<file path="src/rtl/vpx_pkg.sv">
package vpx_pkg;
   typedef enum logic [2:0] {
      CAUSE_NONE   = 3'd0,
      CAUSE_UNIMPL = 3'd1,
      CAUSE_ELW    = 3'd2,
      CAUSE_LOOP   = 3'd3,
      CAUSE_PRED   = 3'd4,
      CAUSE_CROVF  = 3'd5
   } cause_e;

   typedef enum logic [1:0] {
      PM_NONE   = 2'd0,
      PM_SINGLE = 2'd1,
      PM_TWIN   = 2'd2,
      PM_CRFLD  = 2'd3
   } pred_mode_e;

   typedef enum logic [1:0] {
      OPK_PLAIN  = 2'd0,
      OPK_SETLEN = 2'd1,
      OPK_STEP   = 2'd2,
      OPK_EXT    = 2'd3
   } op_kind_e;

   localparam logic [11:0] ILLEGAL_VEC = 12'h700;
   localparam int RM_W = 24;
   localparam int PREG_W = 5;
endpackage

</file>
<file path="src/rtl/vpx_spr_decode.sv">
module vpx_spr_decode #(
   parameter int SPR_W = 10,
   parameter int SPR_BASE = 720,
   parameter int SPR_COUNT = 8,
   parameter logic [SPR_COUNT-1:0] SPR_IMPL_MASK = '1
) (
   input  logic             spr_access,
   input  logic [SPR_W-1:0] spr_num,
   output logic             spr_bad
);
   logic [SPR_COUNT-1:0] slot_hit;

   for (genvar s = 0; s < SPR_COUNT; s++) begin : g_slot
      localparam logic [SPR_W-1:0] SLOT_NUM = SPR_W'(SPR_BASE + s);
      if (SPR_IMPL_MASK[s]) begin : g_impl
         assign slot_hit[s] = 1'b0;
      end else begin : g_unimpl
         assign slot_hit[s] = (spr_num == SLOT_NUM);
      end
   end

   assign spr_bad = spr_access && (|slot_hit);
endmodule

</file>
<file path="src/rtl/vpx_pred_check.sv">
module vpx_pred_check
   import vpx_pkg::*;
#(
   parameter int OK_NUM = 3,
   parameter logic [OK_NUM*PREG_W-1:0] OK_REGS = {5'd30, 5'd10, 5'd3},
   parameter bit CAP_CRPRED = 1'b0
) (
   input  logic [1:0]        pred_mode,
   input  logic [PREG_W-1:0] reg_a,
   input  logic [PREG_W-1:0] reg_b,
   output logic              pred_fail
);
   logic [OK_NUM-1:0] hit_a, hit_b;
   logic ok_a, ok_b, cr_fail;

   for (genvar i = 0; i < OK_NUM; i++) begin : g_reg
      assign hit_a[i] = (reg_a == OK_REGS[i*PREG_W +: PREG_W]);
      assign hit_b[i] = (reg_b == OK_REGS[i*PREG_W +: PREG_W]);
   end

   assign ok_a = |hit_a;
   assign ok_b = |hit_b;

   if (CAP_CRPRED) begin : g_cr_on
      assign cr_fail = 1'b0;
   end else begin : g_cr_off
      assign cr_fail = 1'b1;
   end

   always_comb begin
      unique case (pred_mode_e'(pred_mode))
         PM_NONE:   pred_fail = 1'b0;
         PM_SINGLE: pred_fail = !ok_a;
         PM_TWIN:   pred_fail = !(ok_a && ok_b);
         PM_CRFLD:  pred_fail = cr_fail;
         default:   pred_fail = 1'b1;
      endcase
   end
endmodule

</file>
<file path="src/rtl/vpx_rule_eval.sv">
module vpx_rule_eval
   import vpx_pkg::*;
#(
   parameter int VL_W = 8,
   parameter int MODE_W = 4,
   parameter bit CAP_LOOP = 1'b0,
   parameter bit CAP_ELW = 1'b0,
   parameter bit CAP_EXT_OPS = 1'b0,
   parameter int NUM_CR = 8,
   parameter logic [MODE_W-1:0] MODE_MASK = '0
) (
   input  logic              pfx_present,
   input  logic [RM_W-1:0]   rm_field,
   input  logic [VL_W-1:0]   cur_vl,
   input  logic [VL_W-1:0]   max_vl,
   input  logic              vstate_nz,
   input  logic              ew_req,
   input  logic [MODE_W-1:0] mode_req,
   input  logic              rc,
   input  logic [1:0]        op_kind,
   input  logic              spr_bad,
   input  logic              pred_fail,
   output cause_e            cause,
   output logic              vec_path
);
   localparam logic [VL_W-1:0] CR_LIMIT = VL_W'(NUM_CR);
   logic identity, op_bad, mode_bad, unimpl, elw_bad, loop_bad, pred_bad, cr_bad;
   logic step_bad, ext_bad;

   assign identity = pfx_present && (rm_field == '0) && !vstate_nz;
   assign vec_path = pfx_present && !identity;

   if (CAP_LOOP) begin : g_loop_hw
      assign loop_bad = 1'b0;
      assign step_bad = 1'b0;
   end else begin : g_loop_trap
      assign loop_bad = vec_path && (cur_vl > VL_W'(1));
      assign step_bad = 1'b1;
   end

   if (CAP_ELW) begin : g_elw_hw
      assign elw_bad = 1'b0;
   end else begin : g_elw_trap
      assign elw_bad = vec_path && ew_req;
   end

   if (CAP_EXT_OPS) begin : g_ext_hw
      assign ext_bad = 1'b0;
   end else begin : g_ext_trap
      assign ext_bad = 1'b1;
   end

   if (NUM_CR >= 128) begin : g_cr_full
      assign cr_bad = 1'b0;
   end else begin : g_cr_small
      assign cr_bad = vec_path && rc && (max_vl > CR_LIMIT);
   end

   always_comb begin
      unique case (op_kind_e'(op_kind))
         OPK_PLAIN:  op_bad = 1'b0;
         OPK_SETLEN: op_bad = 1'b0;
         OPK_STEP:   op_bad = step_bad;
         OPK_EXT:    op_bad = ext_bad;
         default:    op_bad = 1'b1;
      endcase
   end

   assign mode_bad = vec_path && |(mode_req & ~MODE_MASK);
   assign unimpl   = op_bad || spr_bad || mode_bad;
   assign pred_bad = vec_path && pred_fail;

   always_comb begin
      if (unimpl)        cause = CAUSE_UNIMPL;
      else if (elw_bad)  cause = CAUSE_ELW;
      else if (loop_bad) cause = CAUSE_LOOP;
      else if (pred_bad) cause = CAUSE_PRED;
      else if (cr_bad)   cause = CAUSE_CROVF;
      else               cause = CAUSE_NONE;
   end
endmodule

</file>
<file path="src/rtl/vpx_trap_unit.sv">
module vpx_trap_unit
   import vpx_pkg::*;
#(
   parameter int VL_W = 8,
   parameter int MODE_W = 4,
   parameter int SPR_W = 10,
   parameter int SPR_BASE = 720,
   parameter int SPR_COUNT = 8,
   parameter logic [SPR_COUNT-1:0] SPR_IMPL_MASK = 8'b0000_0011,
   parameter bit CAP_LOOP = 1'b0,
   parameter bit CAP_ELW = 1'b0,
   parameter bit CAP_CRPRED = 1'b0,
   parameter bit CAP_EXT_OPS = 1'b0,
   parameter int NUM_CR = 8,
   parameter logic [MODE_W-1:0] MODE_MASK = '0
) (
   input  logic              clk,
   input  logic              rst_n,
   input  logic              in_valid,
   input  logic              pfx_present,
   input  logic [23:0]       rm_field,
   input  logic [VL_W-1:0]   cur_vl,
   input  logic [VL_W-1:0]   max_vl,
   input  logic              vstate_nz,
   input  logic              ew_req,
   input  logic [1:0]        pred_mode,
   input  logic [4:0]        pred_reg_a,
   input  logic [4:0]        pred_reg_b,
   input  logic [MODE_W-1:0] mode_req,
   input  logic              rc,
   input  logic [1:0]        op_kind,
   input  logic              spr_access,
   input  logic [SPR_W-1:0]  spr_num,
   output logic              trap_o,
   output logic [11:0]       trap_vec_o,
   output logic [2:0]        cause_o,
   output logic              exec_scalar_o,
   output logic              exec_vec_o
);
   if (NUM_CR != 8 && NUM_CR != 128) begin : g_bad_cr
      $error("vpx_trap_unit: NUM_CR must be 8 or 128");
   end
   if (VL_W < 8) begin : g_bad_vl
      $error("vpx_trap_unit: VL_W must hold the value 128");
   end
   if (SPR_BASE + SPR_COUNT > (1 << SPR_W)) begin : g_bad_spr
      $error("vpx_trap_unit: vector SPR window exceeds SPR number space");
   end

   logic   spr_bad, pred_fail, vec_path;
   cause_e cause;

   vpx_spr_decode #(
      .SPR_W(SPR_W), .SPR_BASE(SPR_BASE), .SPR_COUNT(SPR_COUNT),
      .SPR_IMPL_MASK(SPR_IMPL_MASK)
   ) u_spr (
      .spr_access(spr_access), .spr_num(spr_num), .spr_bad(spr_bad)
   );

   vpx_pred_check #(
      .CAP_CRPRED(CAP_CRPRED)
   ) u_pred (
      .pred_mode(pred_mode), .reg_a(pred_reg_a), .reg_b(pred_reg_b),
      .pred_fail(pred_fail)
   );

   vpx_rule_eval #(
      .VL_W(VL_W), .MODE_W(MODE_W), .CAP_LOOP(CAP_LOOP), .CAP_ELW(CAP_ELW),
      .CAP_EXT_OPS(CAP_EXT_OPS), .NUM_CR(NUM_CR), .MODE_MASK(MODE_MASK)
   ) u_eval (
      .pfx_present(pfx_present), .rm_field(rm_field), .cur_vl(cur_vl),
      .max_vl(max_vl), .vstate_nz(vstate_nz), .ew_req(ew_req),
      .mode_req(mode_req), .rc(rc), .op_kind(op_kind), .spr_bad(spr_bad),
      .pred_fail(pred_fail), .cause(cause), .vec_path(vec_path)
   );

   logic trap_d;
   assign trap_d = in_valid && (cause != CAUSE_NONE);

   always_ff @(posedge clk or negedge rst_n) begin
      if (!rst_n) begin
         trap_o        <= 1'b0;
         trap_vec_o    <= '0;
         cause_o       <= '0;
         exec_scalar_o <= 1'b0;
         exec_vec_o    <= 1'b0;
      end else begin
         trap_o        <= trap_d;
         trap_vec_o    <= trap_d ? ILLEGAL_VEC : 12'h000;
         cause_o       <= in_valid ? cause : CAUSE_NONE;
         exec_scalar_o <= in_valid && !trap_d && !vec_path;
         exec_vec_o    <= in_valid && !trap_d && vec_path;
      end
   end
endmodule

</file>
<file path="config.mk">
export PLATFORM = sky130hd
export DESIGN_NAME = vpx_trap_unit
export DESIGN_NICKNAME = d
export VERILOG_FILES = /design/src/rtl/vpx_pkg.sv /design/src/rtl/vpx_spr_decode.sv /design/src/rtl/vpx_pred_check.sv /design/src/rtl/vpx_rule_eval.sv /design/src/rtl/vpx_trap_unit.sv
export SDC_FILE = /design/constraint.sdc
export NUM_CORES = 1
export LEC_CHECK = 0
export ABC_AREA = 1
export BUFFER_PORTS_ARGS = -buffer_cell sky130_fd_sc_hd__buf_2
export CORE_MARGIN = 8
export CORE_UTILIZATION = 30
export DETAILED_ROUTE_END_ITERATION = 8
export PLACE_DENSITY = 0.75
export SYNTH_ARGS = -nofsm -noshare
export SYNTH_HDL_FRONTEND = slang
export SYNTH_SLANG_ARGS = --single-unit
</file>
<file path="constraint.sdc">
create_clock -name clk -period 1.4 [get_ports clk]
set_input_delay 0.35 -clock clk [delete_from_list [all_inputs] [get_ports clk]]
set_output_delay 0.35 -clock clk [all_outputs]
set_load 0.02 [all_outputs]
</file>
==> flow_summary_export.csv <==
group,metric,value,unit
placement,portBuffers,81,
routing,totalWireLength,2400,microns
routing,detail_route.drc_violations,0,
global_route,antenna_violations_before_repair,0,
final_layout,mostFrequentLayoutCell,"buf_2",
placement,hpwlAfterDp,2270,microns
hold_path,worstHoldPathCells,3,
floorplan,floorplan.rows,17,
cts,tritoncts,"yes",
cts,cts_repair_resize_count,0,
routing,drt-vias-per-instance,4.02,
floorplan,floorplan.die.width,64.1,microns
final_layout,final_layout_size_suffix_gt1_share,45.5,%
setup_path,end_kind,"flop",
global_route,grt_most_used_layer,"met2",
synth,ys_top_cells_by_area,"dfrtp_1, nand2_1, buf_4",
routing,wl_per_cell,10.4,microns
timing,period_minus_slack,1.20,ns
timing,slew_violations,0,
global_route,grt_pass1_wl,3780,microns
routing,vias,924,
run,number_of_violations_of_the_max_capacitance_limit,0,
global_route,grt_pass1_vias,920,
global_route,global_route.usage.met1,11.5,%
setup_path,crit_top_cell,"nor2_1",
routing,drt_first_iter_violations,29,
placement,setup_ws_pre_cts,-0.0412,ns
timing,final_critical_path_setup_slack,0.204,ns
setup_path,critical_path_peak_fanout,6,
global_route,grt_start_max_net_pins,7,
power_and_ir_drop,power_per_cell_area,506,nW/um^2
power_and_ir_drop,power.combinational.fraction,41.1,%
floorplan,floorplan.initialDensity,31.6,%
final_layout,number_of_fill_cells,231,
power_and_ir_drop,clock_network_fraction_of_total_power,26.6,%
power_and_ir_drop,leakagePower,0.716,nW
synth,synth_top_cell_area_share,21.7,%
timing,clock.fmax,836,MHz
global_route,globalRoute.totalOverflow,0,
final_layout,most-common-layout-cells,"buf_2, nand2_1, nor2_1",
final_layout,design_area,1110,sq um
setup_path,timing.critical_path.depth,10,
hold_path,worst_hold_path.endpoint,"trap_vec_o[9]",
routing,drt_pre_antenna_iters,4,
floorplan,design.portCount,94,
power_and_ir_drop,seq_power_share,32.3,%
final_layout,num-nets-final,280,
routing,drtAntennaViolNets,0,
setup_path,critical_path.top_delay_family,"simple AND/OR/NAND/NOR gates",
hold_path,holdCritPathClass,"in2reg",
power_and_ir_drop,internal_power,0.000388,W
synth,ys_warn_count,0,
setup_path,worst_path_class_setup,"in2reg",
setup_path,crit_buf_inv,1,
final_layout,multi_input_logic_area,408,sq um
setup_path,required,1.56,ns
global_route,grt_met3_use,2.26,%
timing,finalHoldWorstSlack,0.364,ns
synth,leading_register_cell_type_out_of_synthesis,"dfrtp_1",
timing,final_worst_path_period_share,85.4,%
placement,detailed_place.area,1080,sq um
synth,synth_area_leader,"dfrtp_1",
timing,unrepaired_setup_endpoints_after_global_routing,"false",
floorplan,coreArea,2190,sq um
outcome,outcome,"complete, no violations",
final_layout,register_area,150,sq um
global_route,groute.layer.met2.usage,21.3,%
synth,synth_enable_flop_cells,0,
cts,cts-buffers-inserted,3,
synth,synth_seq_cells,6,
setup_path,timing.critical_path.arrival,1.36,ns
cts,htree_num_levels,1,
synth,synthesis.area_per_instance,5.78,sq um
global_route,grt_usage,11.0,%
cts,clock_tree.buffer_depth,2,
synth,synth_sequential_area_ratio,21.7,%
floorplan,die_h,64.1,microns
cts,clkTransAtPathRegs,0.04,ns
placement,finalWeightedCongestion,0.789,
final_layout,flow.area_growth_from_synthesis,60.7,%
setup_path,crit_slowest_cell,"nor2_1",
setup_path,timing.critical_path.from_type,"input port",
cts,clockRootBuffer,"clkbuf_4",
synth,asyncSetResetFlopFracSynth,100,%
power_and_ir_drop,switching_share,31.1,%
power_and_ir_drop,net_switching,0.000175,W
setup_path,crit_path_max_incr_delay,0.14,ns
cts,cts_sinks,6,
synth,synthesis.instances,120,
power_and_ir_drop,vdd.ir_drop.worst,0.289,mV
placement,placed_cells,226,
timing,setup_viol,0,
setup_path,crit_chain,"buf_2 > nor2_1 > nand2_1 > nor2_1 > nand2_1 > nor2_2 > nor2_4 > o21ai_2 > nand4_2 > nor2_1",
final_layout,antenna_cells,0,
synth,post_synth_instance_area,693,sq um
timing,timing_hold_violations_final,0,
hold_path,hold_path.startpoint,"in_valid",
final_layout,finish.cell_count_without_fillers,230,
floorplan,die-area,4100,sq um
timing,fin_setup_tns,0,ns
synth,synth_cell_types,20,
## cell type report
class / instances / area share (%)
clock buffer: 3 / 2.02
inverter: 20 / 6.74
multi-input combinational: 90 / 36.6
sequential: 6 / 13.5
tap: 28 / 3.15
timing repair buffer: 83 / 38.0
## registers in the layout (all words and copies together) (netlist names)
name           count
cause_o            3
exec_scalar_o      1
trap_vec_o         1
exec_vec_o         1
## synthesized netlist by cell type (all sizes together) (2+ instances only)
library cell,count
nand4,2
nor4,2
buf,12
nor2,26
a21oi,2
o21ai,3
nand3,7
inv,20
nand2,31
nor3,4
dfrtp,6
## cell families (layout without fill, tap and decap cells)
kind of cell	after synthesis	in the layout	share of synthesized area (%)
compound gates	6	6	5.78
buf+inv	32	106	23.8
flops	6	6	21.7
other cells	1	9	0.541
simple gates	75	75	48.2
## worst max-delay path by stage
stage,startpoint,to,slack (ns)
2_1_floorplan,rm_field[12],trap_vec_o[9],0.17
3_3_place_gp,rm_field[9],trap_vec_o[9],-0.03
3_5_place_dp,vstate_nz,exec_vec_o,-0.04
4_1_cts,rm_field[9],exec_vec_o,0.21
5_1_grt,vstate_nz,trap_vec_o[9],0.05
6_report,rm_field[9],exec_vec_o,0.20
## metal layers
metal	vias to the layer above	part of all wire, %
li1	511	-
met1	387	37
met2	26	59
met3	0	4.3
met4	0	0
met5	-	0
## timing repair
action / CTS / global route
hold buffers: 1 / 0
setup buffers: 0 / 0
endpoints found under the hold margin: 6 / 0
## power groups by stage
stage,Clock [W],Combinational [W],Sequential (W)
6_report,0.000150,0.000231,0.000182
5_1_grt,0.000171,0.000259,0.000182
2_1_floorplan,0,0.000122,0.000193
3_3_place_gp,0,0.000225,0.000184
4_1_cts,0.000159,0.000232,0.000182
3_5_place_dp,0,0.000228,0.000185
## through the flow
| step | util (%) | power, W |
|---|---|---|
| floorplan | - | 0.000315 |
| CTS | 50.8 | 0.000572 |
| finish | 50.8 | 0.000563 |
| detailed placement | 49.3 | 0.000413 |
| global route | 50.8 | 0.000613 |
| global placement | 49.3 | 0.000409 |
(Power assumes the default switching activity.)
